===== src/rtl/prd_pkg.sv =====
package prd_pkg;

   typedef enum logic [1:0] {
      PS_D0_UNINIT = 2'd0,
      PS_D0_ACTIVE = 2'd1,
      PS_D3_HOT    = 2'd2,
      PS_D3_COLD   = 2'd3
   } pstate_e;

   localparam int DOM_PME   = 0;
   localparam int DOM_PHY   = 1;
   localparam int DOM_EEP   = 2;
   localparam int DOM_CFG   = 3;
   localparam int DOM_SSID  = 4;
   localparam int DOM_MAC   = 5;
   localparam int DOM_DMA   = 6;
   localparam int DOM_CSR   = 7;
   localparam int DOM_NASR  = 8;
   localparam int DOM_COUNT = 9;

   localparam int PG_HOST  = 0;
   localparam int PG_EXIT  = 1;
   localparam int PG_SW    = 2;
   localparam int PG_PHY   = 3;
   localparam int PG_COUNT = 4;

endpackage


===== src/rtl/prd_por_timer.sv =====
module prd_por_timer #(
   parameter int unsigned CYCLES = 2625000
) (
   input  logic clk,
   input  logic pwr_good,
   output logic por_act
);
   localparam int unsigned CW = $clog2(CYCLES + 1);

   logic [CW-1:0] cnt;
   logic          done;

   if (CYCLES < 2) begin : g_bad_cycles
      $error("prd_por_timer: CYCLES must be at least 2");
   end

   always_ff @(posedge clk or negedge pwr_good) begin
      if (!pwr_good) begin
         cnt  <= '0;
         done <= 1'b0;
      end else if (!done) begin
         cnt <= cnt + 1'b1;
         if (cnt == CW'(CYCLES - 1)) done <= 1'b1;
      end
   end

   assign por_act = ~done;

   // the hold ends exactly after the configured count
   p_por_len_r1: assert property (@(posedge clk) disable iff (!pwr_good)
      $rose(done) |-> ($past(cnt) == CW'(CYCLES - 1)));

endmodule


===== src/rtl/prd_pulse.sv =====
module prd_pulse #(
   parameter int unsigned LEN = 16
) (
   input  logic clk,
   input  logic rst_n,
   input  logic trig,
   output logic active,
   output logic done
);
   localparam int unsigned CW = (LEN < 2) ? 1 : $clog2(LEN);

   logic [CW-1:0] cnt;

   if (LEN < 1) begin : g_bad_len
      $error("prd_pulse: LEN must be at least 1");
   end

   always_ff @(posedge clk or negedge rst_n) begin
      if (!rst_n) begin
         cnt    <= '0;
         active <= 1'b0;
         done   <= 1'b0;
      end else if (trig) begin
         cnt    <= '0;
         active <= 1'b1;
         done   <= 1'b0;
      end else if (active) begin
         if (cnt == CW'(LEN - 1)) begin
            active <= 1'b0;
            done   <= 1'b1;
         end else begin
            cnt <= cnt + 1'b1;
         end
      end else begin
         done <= 1'b0;
      end
   end

   // the done strobe marks the end of a pulse and nothing else
   p_done_ends_pulse_r5: assert property (@(posedge clk) disable iff (!rst_n)
      $rose(done) |-> $fell(active));

endmodule


===== src/rtl/prd_rst_sync.sv =====
module prd_rst_sync #(
   parameter int unsigned STAGES = 2
) (
   input  logic clk,
   input  logic req,
   output logic rst_n
);
   logic [STAGES-1:0] sh;

   if (STAGES < 2) begin : g_bad_stages
      $error("prd_rst_sync: STAGES must be at least 2");
   end

   always_ff @(posedge clk or posedge req) begin
      if (req) sh <= '0;
      else     sh <= {sh[STAGES-2:0], 1'b1};
   end

   assign rst_n = sh[STAGES-1];

   // release only after the request was already gone at the prior edge
   p_sync_release_r11: assert property (@(posedge clk) disable iff (req)
      $rose(rst_n) |-> !$past(req));

endmodule


===== src/rtl/pwr_rst_dist.sv =====
module pwr_rst_dist
   import prd_pkg::*;
#(
   parameter int unsigned POR_CYCLES   = 2625000,
   parameter int unsigned PULSE_CYCLES = 16,
   parameter int unsigned SYNC_STAGES  = 2
) (
   input  logic       clk,
   input  logic       pwr_good,
   input  logic       host_rst_n,
   input  logic [1:0] pstate,
   input  logic       sw_rst_req,
   input  logic       phy_rst_req,
   input  logic       phy_soft_req,
   input  logic       d3cold_wake_en,
   output logic       sw_rst_done,
   output logic       phy_rst_done,
   output logic       rst_pme_n,
   output logic       rst_phy_n,
   output logic       rst_eeprom_n,
   output logic       rst_cfg_n,
   output logic       rst_ssid_n,
   output logic       rst_mac_n,
   output logic       rst_dma_n,
   output logic       rst_csr_n,
   output logic       rst_nasr_n
);

   if (PULSE_CYCLES < 1) begin : g_bad_pulse
      $error("pwr_rst_dist: PULSE_CYCLES must be at least 1");
   end

   logic                 por_act;
   pstate_e              ps, ps_q;
   logic                 hr_s1, hr_s2, hr_q;
   logic                 sw_q, phy_q;
   logic                 phy_d3_flag;
   logic                 host_lvl, host_any, exit_any, d3hot_entry;
   logic [PG_COUNT-1:0]  pg_trig, pg_act, pg_done;
   logic [DOM_COUNT-1:0] dom_req, dom_rst_n;

   prd_por_timer #(.CYCLES(POR_CYCLES)) u_por (
      .clk      (clk),
      .pwr_good (pwr_good),
      .por_act  (por_act)
   );

   assign ps = pstate_e'(pstate);

   // host reset as a level only while in a D0 state
   assign host_lvl    = ~pstate[1] & ~host_rst_n;
   assign d3hot_entry = (ps == PS_D3_HOT) && (ps_q != PS_D3_HOT);

   always_ff @(posedge clk or negedge pwr_good) begin
      if (!pwr_good) begin
         hr_s1       <= 1'b1;
         hr_s2       <= 1'b1;
         hr_q        <= 1'b1;
         sw_q        <= 1'b0;
         phy_q       <= 1'b0;
         ps_q        <= PS_D0_UNINIT;
         phy_d3_flag <= 1'b0;
      end else begin
         hr_s1 <= host_rst_n;
         hr_s2 <= hr_s1;
         hr_q  <= hr_s2;
         sw_q  <= sw_rst_req;
         phy_q <= phy_rst_req;
         ps_q  <= ps;
         if (d3hot_entry) phy_d3_flag <= pg_act[PG_PHY] | phy_soft_req;
      end
   end

   always_comb begin
      pg_trig          = '0;
      pg_trig[PG_HOST] = pstate[1] & hr_s2 & ~hr_q;
      pg_trig[PG_EXIT] = (ps_q == PS_D3_HOT) && (ps == PS_D0_UNINIT);
      pg_trig[PG_SW]   = sw_rst_req & ~sw_q;
      pg_trig[PG_PHY]  = phy_rst_req & ~phy_q;
   end

   for (genvar g = 0; g < PG_COUNT; g++) begin : g_pulse
      prd_pulse #(.LEN(PULSE_CYCLES)) u_pulse (
         .clk    (clk),
         .rst_n  (pwr_good),
         .trig   (pg_trig[g]),
         .active (pg_act[g]),
         .done   (pg_done[g])
      );
   end

   assign host_any = host_lvl | pg_act[PG_HOST];
   assign exit_any = pg_act[PG_EXIT];

   always_comb begin
      dom_req            = '0;
      dom_req[DOM_PME]   = por_act | (host_any & ~d3cold_wake_en);
      dom_req[DOM_PHY]   = por_act | host_any | pg_act[PG_PHY] | phy_soft_req
                           | (exit_any & phy_d3_flag);
      dom_req[DOM_EEP]   = por_act | host_any;
      dom_req[DOM_SSID]  = por_act | host_any;
      dom_req[DOM_CFG]   = por_act | host_any | exit_any;
      dom_req[DOM_NASR]  = por_act | host_any | exit_any;
      dom_req[DOM_MAC]   = por_act | host_any | exit_any | pg_act[PG_SW];
      dom_req[DOM_DMA]   = por_act | host_any | exit_any | pg_act[PG_SW];
      dom_req[DOM_CSR]   = por_act | host_any | exit_any | pg_act[PG_SW];
   end

   for (genvar d = 0; d < DOM_COUNT; d++) begin : g_sync
      prd_rst_sync #(.STAGES(SYNC_STAGES)) u_sync (
         .clk   (clk),
         .req   (dom_req[d]),
         .rst_n (dom_rst_n[d])
      );
   end

   assign rst_pme_n    = dom_rst_n[DOM_PME];
   assign rst_phy_n    = dom_rst_n[DOM_PHY];
   assign rst_eeprom_n = dom_rst_n[DOM_EEP];
   assign rst_cfg_n    = dom_rst_n[DOM_CFG];
   assign rst_ssid_n   = dom_rst_n[DOM_SSID];
   assign rst_mac_n    = dom_rst_n[DOM_MAC];
   assign rst_dma_n    = dom_rst_n[DOM_DMA];
   assign rst_csr_n    = dom_rst_n[DOM_CSR];
   assign rst_nasr_n   = dom_rst_n[DOM_NASR];

   assign sw_rst_done  = pg_done[PG_SW];
   assign phy_rst_done = pg_done[PG_PHY];

   // host reset low in a D0 state holds the host domains
   p_host_level_r2: assert property (@(posedge clk) disable iff (!pwr_good)
      (!pstate[1] && !host_rst_n) |-> (!rst_eeprom_n && !rst_mac_n && !rst_phy_n));

   // domain nesting, subsystem ID within configuration within MAC
   p_ssid_in_cfg_r6: assert property (@(posedge clk) disable iff (!pwr_good)
      !rst_ssid_n |-> !rst_cfg_n);
   p_cfg_in_mac_r6: assert property (@(posedge clk) disable iff (!pwr_good)
      !rst_cfg_n |-> !rst_mac_n);
   p_nasr_in_csr_r6: assert property (@(posedge clk) disable iff (!pwr_good)
      !rst_nasr_n |-> !rst_csr_n);

   // PME escapes a host reset only while D3-cold wake is enabled
   p_pme_exempt_r8: assert property (@(posedge clk) disable iff (!pwr_good)
      (!rst_eeprom_n && rst_pme_n) |->
         (d3cold_wake_en || $past(d3cold_wake_en) || $past(d3cold_wake_en, 2)));

   // domains stay held through the synchroniser after a pulse ends
   p_host_hold_r11: assert property (@(posedge clk) disable iff (!pwr_good)
      pg_done[PG_HOST] |-> !rst_eeprom_n);
   p_exit_hold_r11: assert property (@(posedge clk) disable iff (!pwr_good)
      pg_done[PG_EXIT] |-> !rst_cfg_n);

endmodule


===== config.mk =====
export PLATFORM = sky130hd
export DESIGN_NAME = pwr_rst_dist
export DESIGN_NICKNAME = d
export VERILOG_FILES = /design/src/rtl/prd_pkg.sv /design/src/rtl/prd_por_timer.sv /design/src/rtl/prd_pulse.sv /design/src/rtl/prd_rst_sync.sv /design/src/rtl/pwr_rst_dist.sv
export SDC_FILE = /design/constraint.sdc
export NUM_CORES = 1
export LEC_CHECK = 0
export CORE_UTILIZATION = 55
export DETAILED_ROUTE_END_ITERATION = 10
export PLACE_DENSITY_LB_ADDON = 0.2
export SETUP_SLACK_MARGIN = 0.05
export SYNTH_ARGS = -nofsm -noshare
export SYNTH_HDL_FRONTEND = slang
export SYNTH_SLANG_ARGS = --single-unit

===== constraint.sdc =====
create_clock -name clk -period 2.3 [get_ports clk]
set_input_delay 0.23 -clock clk [delete_from_list [all_inputs] [get_ports clk]]
set_output_delay 0.23 -clock clk [all_outputs]
set_load 0.01 [all_outputs]

* Word level (Yosys, flattened, before mapping)
Cells that the tools add are included.
Widths: inputs -> output; s select.
** Word-level totals
- Flip-flop bits (word level) :: 71
- Input port bits :: 9
- Output and inout bits :: 11
- Logic and storage cells :: 113
** Cells by class
- $add $sub $neg :: 5
- Eq/ne operators :: 14
- Mux-type cells :: 32
- Bitwise gates (word level) :: 23
- Reduce and logical (&&, ||, !) cells :: 11
** Operator list (count)
- $mux 4 :: 12
- $add 22x1->22 const B :: 1
- $eq 22x22->1 const B :: 1
- $mux 1 :: 20
- $add 4x1->4 const B :: 4
- $eq 4x4->1 const B :: 4
- $or 1x1->1 :: 9
- $ne 2x1->1 const B :: 4
- $reduce_and 2->1 :: 4
- $reduce_bool 2->1 :: 4
- $and 1x1->1 :: 7
- $not 1->1 :: 7
- $ne 3x2->1 const B :: 2
- $eq 2x2->1 const B :: 2
- $logic_and 1x1->1 :: 2
- $logic_not 2->1 :: 1
- $ne 2x2->1 const B :: 1

* Depth between registers and ports, before layout
- Depth after elaboration :: 7
- Gate-level depth with buffers :: 6
- Mapped depth without buffers :: 5

* Hierarchy
Synthesis repeated with hierarchy kept, for this count alone.
** Second synthesis, totals
- Cell total of the unflattened synthesis :: 256
- Area, all modules :: 3049.2 sq um
** By module, submodules not included
- prd_pulse :: instances 4, cells each 26, area an instance 285.3 sq um, sequential area each 150.1 sq um
- prd_por_timer :: instances 1, cells each 89, area an instance 1086.0 sq um, sequential area each 575.6 sq um
- prd_rst_sync :: instances 9, cells each 4, area an instance 57.6 sq um, sequential area each 50.0 sq um
- pwr_rst_dist :: instances 1, cells each 27, area an instance 304.0 sq um, sequential area each 203.9 sq um

* Least setup slack after synthesis
Ideal clock, no wire load.
- Path kind :: reg-to-reg
- From :: register u_por.done
- To :: register u_por.cnt[17]
- Setup time :: 80 ps
- Arrival time :: 1383 ps
- Data required time :: 2220 ps
- Setup slack :: 837 ps
- Stages on the path, launching flop included :: 7
- Buffers on the path :: 2
- Clock period less this slack :: 1463 ps
- Cell sequence :: dfrtp_1 > buf_6 > nand3b_1 > or3_1 > buf_4 > nor3_1 > xnor2_1
** RTL lines
- from (decl) :: RTL line prd_por_timer.sv:11 : logic done;
- from (signal assigned) :: RTL line prd_por_timer.sv:20 : done <= 1'b0;
- from (signal assigned) :: RTL line prd_por_timer.sv:23 : if (cnt == CW'(CYCLES - 1)) done <= 1'b1;
- to (signal assigned) :: RTL line prd_por_timer.sv:22 : cnt <= cnt + 1'b1;
- to (decl) :: RTL line prd_por_timer.sv:10 : logic [CW-1:0] cnt;

==> run_results.csv <==
group,metric,value,unit
placement,gp_congestion,0.7680,
flow_run,timing.max_cap.violations,0,
global_route,grt_pass1_vias,1603,
routing,drc,0,
die,design.portCount,20,
setup_path,r2r_end,"u_por.cnt[13]$_DFFE_PN0N_",
die,floorplan.initialDensity,58.92,%
synth,ys_seq_area_share,59.55,%
timing,final-hold-violation-count,0,
setup_path,path_cells,"nand3b_1, or3_1, nor3_1, xnor2_1",
global_route,grt_usage,18.79,%
setup_path,worstPathRequired,2.55,ns
routing,detail_route.wirelength,4133,um
routing,detail_route_met2_wl,1862,um
setup_path,r2r_slack,0.68,ns
clocking,cts_htree_levels,3,
setup_path,critical_path.slowest_cell,"sky130_fd_sc_hd__or3_1",
layout,layout.nets,271,
global_route,remaining_global_route_overflow,0,
clocking,post_cts_resize_count,0,
timing,worst_clock_skew,0.005681,ns
global_route,antenna_found_initial,0,
timing,final_max_slew_viol_count,0,
timing,slew_headroom,47.89,%
routing,top_layer_used,"met4",
layout,layout.cells.most_common_list,"60 x sky130_fd_sc_hd__dfrtp_1, 19 x sky130_fd_sc_hd__nand3_1, 19 x sky130_fd_sc_hd__nor2_1, 19 x sky130_fd_sc_hd__xor2_1, 18 x sky130_fd_sc_hd__clkdlybuf4s50_1",
routing,ant_nets,0,
setup_path,regToRegStartpoint,"u_por.done$_DFF_PN0_",
power_and_ir_drop,worst_ir_drop_vdd,0.5697,mV
layout,antenna_diode_count,0,
clocking,cts.sink_count,63,
clocking,cts_hold_buf,1,
setup_path,ff2ff_path_depth,4,
setup_path,critPathCaptureType,"flop",
timing,max_clock_freq,618.8,MHz
routing,route.detailed.vias_per_inst,5.354,
clocking,max-clock-path-buffers,2,
setup_path,crit_startpoint,"u_por.done$_DFF_PN0_",
setup_path,critical_path_fanouts_max,9,
synth,avgSynthCellArea,11.69,um2
routing,wirelength_met1,2058,um
layout,syn2layout_area_growth,16.83,%
setup_path,timing.critical_path.to,"u_por.cnt[13]$_DFFE_PN0N_",
outcome,run_status,"completed",
global_route,maximum_number_of_pins_on_one_net_before_global_route_repair,27,
die,dieWidth,71.46,um
synth,syn-cell-area,2654,um2
clocking,clock_insertion_delay_worst_skew,0.33,ns
timing,tightest_slew,0.7620,ns
die,num_rows,24,
timing,min_period_over_period,70.27,%
placement,place.detailed.hpwl,2909,um
setup_path,criticalPathCategory,"flop to flop",
synth,yosysUniqueCellTypes,37,
clocking,clk_pin_slew_worst_paths,0.07,ns
die,coreArea,4504,um2
routing,drtPass1Iterations,4,
clocking,cts_setup_buffers,0,
hold_path,hold_class,"input pin to asynchronous set/reset pin",
timing,setup_total_negative_slack,0,ns
timing,finalCriticalPeriod,1.616,ns
routing,iteration_0_drc_count_of_the_detailed_router,87,
layout,mostFrequentLayoutCell,"sky130_fd_sc_hd__dfrtp_1",
setup_path,critPathArrivalTime,1.87,ns
synth,netlist_instances,227,
clocking,cts_inserted_buffers,9,
routing,wl_per_cell,13.16,um
power_and_ir_drop,power_leakage,1.442,nW
die,floorplan.die_area,5107,um2
timing,setup-violations-final,0,
clocking,cts_tree,"yes",
layout,post_route_cells_drive_above_1_share,10.31,%
routing,via_count,1681,
clocking,clk_root_buffer_cell,"sky130_fd_sc_hd__clkbuf_8",
setup_path,setup.worst_path.start_class,"flop",
synth,synth_seq_cells,63,
die,die_height,71.46,um
global_route,global_route_wire_length_before_repair,7148,um
placement,placement.io_buffers,19,
layout,final_core_util,68.83,%
synth,total_number_of_yosys_warnings,0,
power_and_ir_drop,power_density,955.4,nW/um2
setup_path,critical_path.max_stage_delay,0.49,ns
timing,grt_setup_unrepaired,"false",
routing,wl_met3,115,um
==> final cells by class <==
class	instances	area [um2]
sequential	63	1580
fill	351	1404
multi-input combinational	153	998.5
timing repair buffer	22	210.2
clock buffer	13	148.9
clock inverter	3	67.56
tap	52	65.06
inverter	8	30.03
==> cells in the mapped netlist <==
| library cell | count | area share, % |
|---|---|---|
| sky130_fd_sc_hd__nor3b_1 | 2 | 0.57 |
| sky130_fd_sc_hd__nand2b_1 | 5 | 1.2 |
| sky130_fd_sc_hd__or4_1 | 1 | 0.28 |
| sky130_fd_sc_hd__o211ai_1 | 1 | 0.28 |
| sky130_fd_sc_hd__buf_4 | 5 | 1.4 |
| sky130_fd_sc_hd__or2_2 | 1 | 0.24 |
| sky130_fd_sc_hd__dfstp_2 | 3 | 3.0 |
| sky130_fd_sc_hd__xnor2_1 | 11 | 3.6 |
| sky130_fd_sc_hd__conb_1 | 1 | 0.14 |
| sky130_fd_sc_hd__nor4_1 | 1 | 0.24 |
| sky130_fd_sc_hd__nand3b_1 | 1 | 0.28 |
| sky130_fd_sc_hd__or3_1 | 3 | 0.71 |
| sky130_fd_sc_hd__nor3_2 | 2 | 0.75 |
| sky130_fd_sc_hd__mux2_2 | 1 | 0.42 |
| sky130_fd_sc_hd__and3_1 | 4 | 0.94 |
| sky130_fd_sc_hd__xor2_1 | 19 | 6.3 |
| sky130_fd_sc_hd__a21oi_1 | 8 | 1.5 |
| sky130_fd_sc_hd__a31oi_1 | 3 | 0.71 |
| sky130_fd_sc_hd__nor2_1 | 19 | 2.7 |
| sky130_fd_sc_hd__buf_6 | 2 | 0.85 |
| sky130_fd_sc_hd__nor4_4 | 2 | 1.6 |
| sky130_fd_sc_hd__o21ai_0 | 2 | 0.38 |
| sky130_fd_sc_hd__nand4_1 | 3 | 0.71 |
| sky130_fd_sc_hd__a2111oi_0 | 1 | 0.33 |
| sky130_fd_sc_hd__nand4_2 | 1 | 0.47 |
| sky130_fd_sc_hd__o21bai_1 | 1 | 0.28 |
| sky130_fd_sc_hd__dfrtp_1 | 60 | 57 |
| sky130_fd_sc_hd__nand3_1 | 19 | 3.6 |
| sky130_fd_sc_hd__nor4b_1 | 1 | 0.33 |
| sky130_fd_sc_hd__ha_1 | 5 | 2.4 |
| sky130_fd_sc_hd__nor3_1 | 8 | 1.5 |
| sky130_fd_sc_hd__inv_1 | 8 | 1.1 |
| sky130_fd_sc_hd__nand2_1 | 15 | 2.1 |
| sky130_fd_sc_hd__nand3_2 | 1 | 0.38 |
| sky130_fd_sc_hd__and4b_1 | 3 | 1.1 |
| sky130_fd_sc_hd__nor2b_1 | 3 | 0.71 |
| sky130_fd_sc_hd__and4_1 | 1 | 0.33 |
==> metrics by stage <==
step                hold WS, ns  cells  area (um2)  total power, mW  setup WS, ns
finish                   0.1592    314        3100            2.962        0.6839
global route             0.2009    314        3100            3.137        0.4877
CTS                      0.1488    314        3100            2.989        0.6884
detailed placement       0.1607    297        2874            1.939        0.5397
global placement         0.1562    297        2874            1.918        0.4842
floorplan              -0.06559    231        2669            1.787        0.8373
==> critical path: cells and delay by family (launching register included) <==
kind / cells / cell delay, ns
xor+xnor: 1 / 0.14
flops: 1 / 0.47
simple gates: 3 / 0.93
==> report_power, final <==
part           total (mW)  internal, mW  switching, mW
clock                1.04         0.642          0.402
sequential           1.45          1.29          0.162
combinational       0.465         0.229          0.236
total                2.96          2.16          0.800
==> state kept, by name (all words and copies together), names as in the netlist <==
| name | flops |
|---|---|
| hr_q | 1 |
| g_sync.u_sync.sh | 10 |
| ps_q | 2 |
| phy_d3_flag | 1 |
| g_pulse.u_pulse.active | 4 |
| hr_s1 | 1 |
| hr_s2 | 1 |
| u_por.cnt | 22 |
| u_por.done | 1 |
| sw_q | 1 |
| g_pulse.u_pulse.done | 2 |
| phy_q | 1 |
| g_pulse.u_pulse.cnt | 16 |
==> cells by family after synthesis <==
group	count (synthesis)	share of synthesized area (%)
AOI/OAI and AO/OA	16	3.489
xor gates and xnor gates	30	9.901
adders and majority gates	5	2.357
buffers and inverters	15	3.395
DFF	63	59.55
muxes	1	0.4243
other	1	0.1413
and+or+nand+nor	96	20.75
==> per-layer routing <==
metal | vias to the layer above | GRT usage [%]
met4 | 0 | 9.804
li1 | 827 | -
met3 | 9 | 5.485
met2 | 19 | 28.04
met5 | - | 0
met1 | 826 | 25.19
==> how the worst min path moves through the flow <==
stage,slack (ns),end
finish,0.16,g_sync[0].u_sync.sh[1]$_DFF_PP0_
global placement,0.16,g_pulse[2].u_pulse.cnt[2]$_DFFE_PN0P_
detailed placement,0.16,g_pulse[2].u_pulse.cnt[2]$_DFFE_PN0P_
global route,0.20,g_sync[0].u_sync.sh[1]$_DFF_PP0_
CTS,0.15,g_sync[0].u_sync.sh[1]$_DFF_PP0_
floorplan,-0.07,g_pulse[0].u_pulse.active$_DFF_PN0_
(Power assumes the default switching activity.)
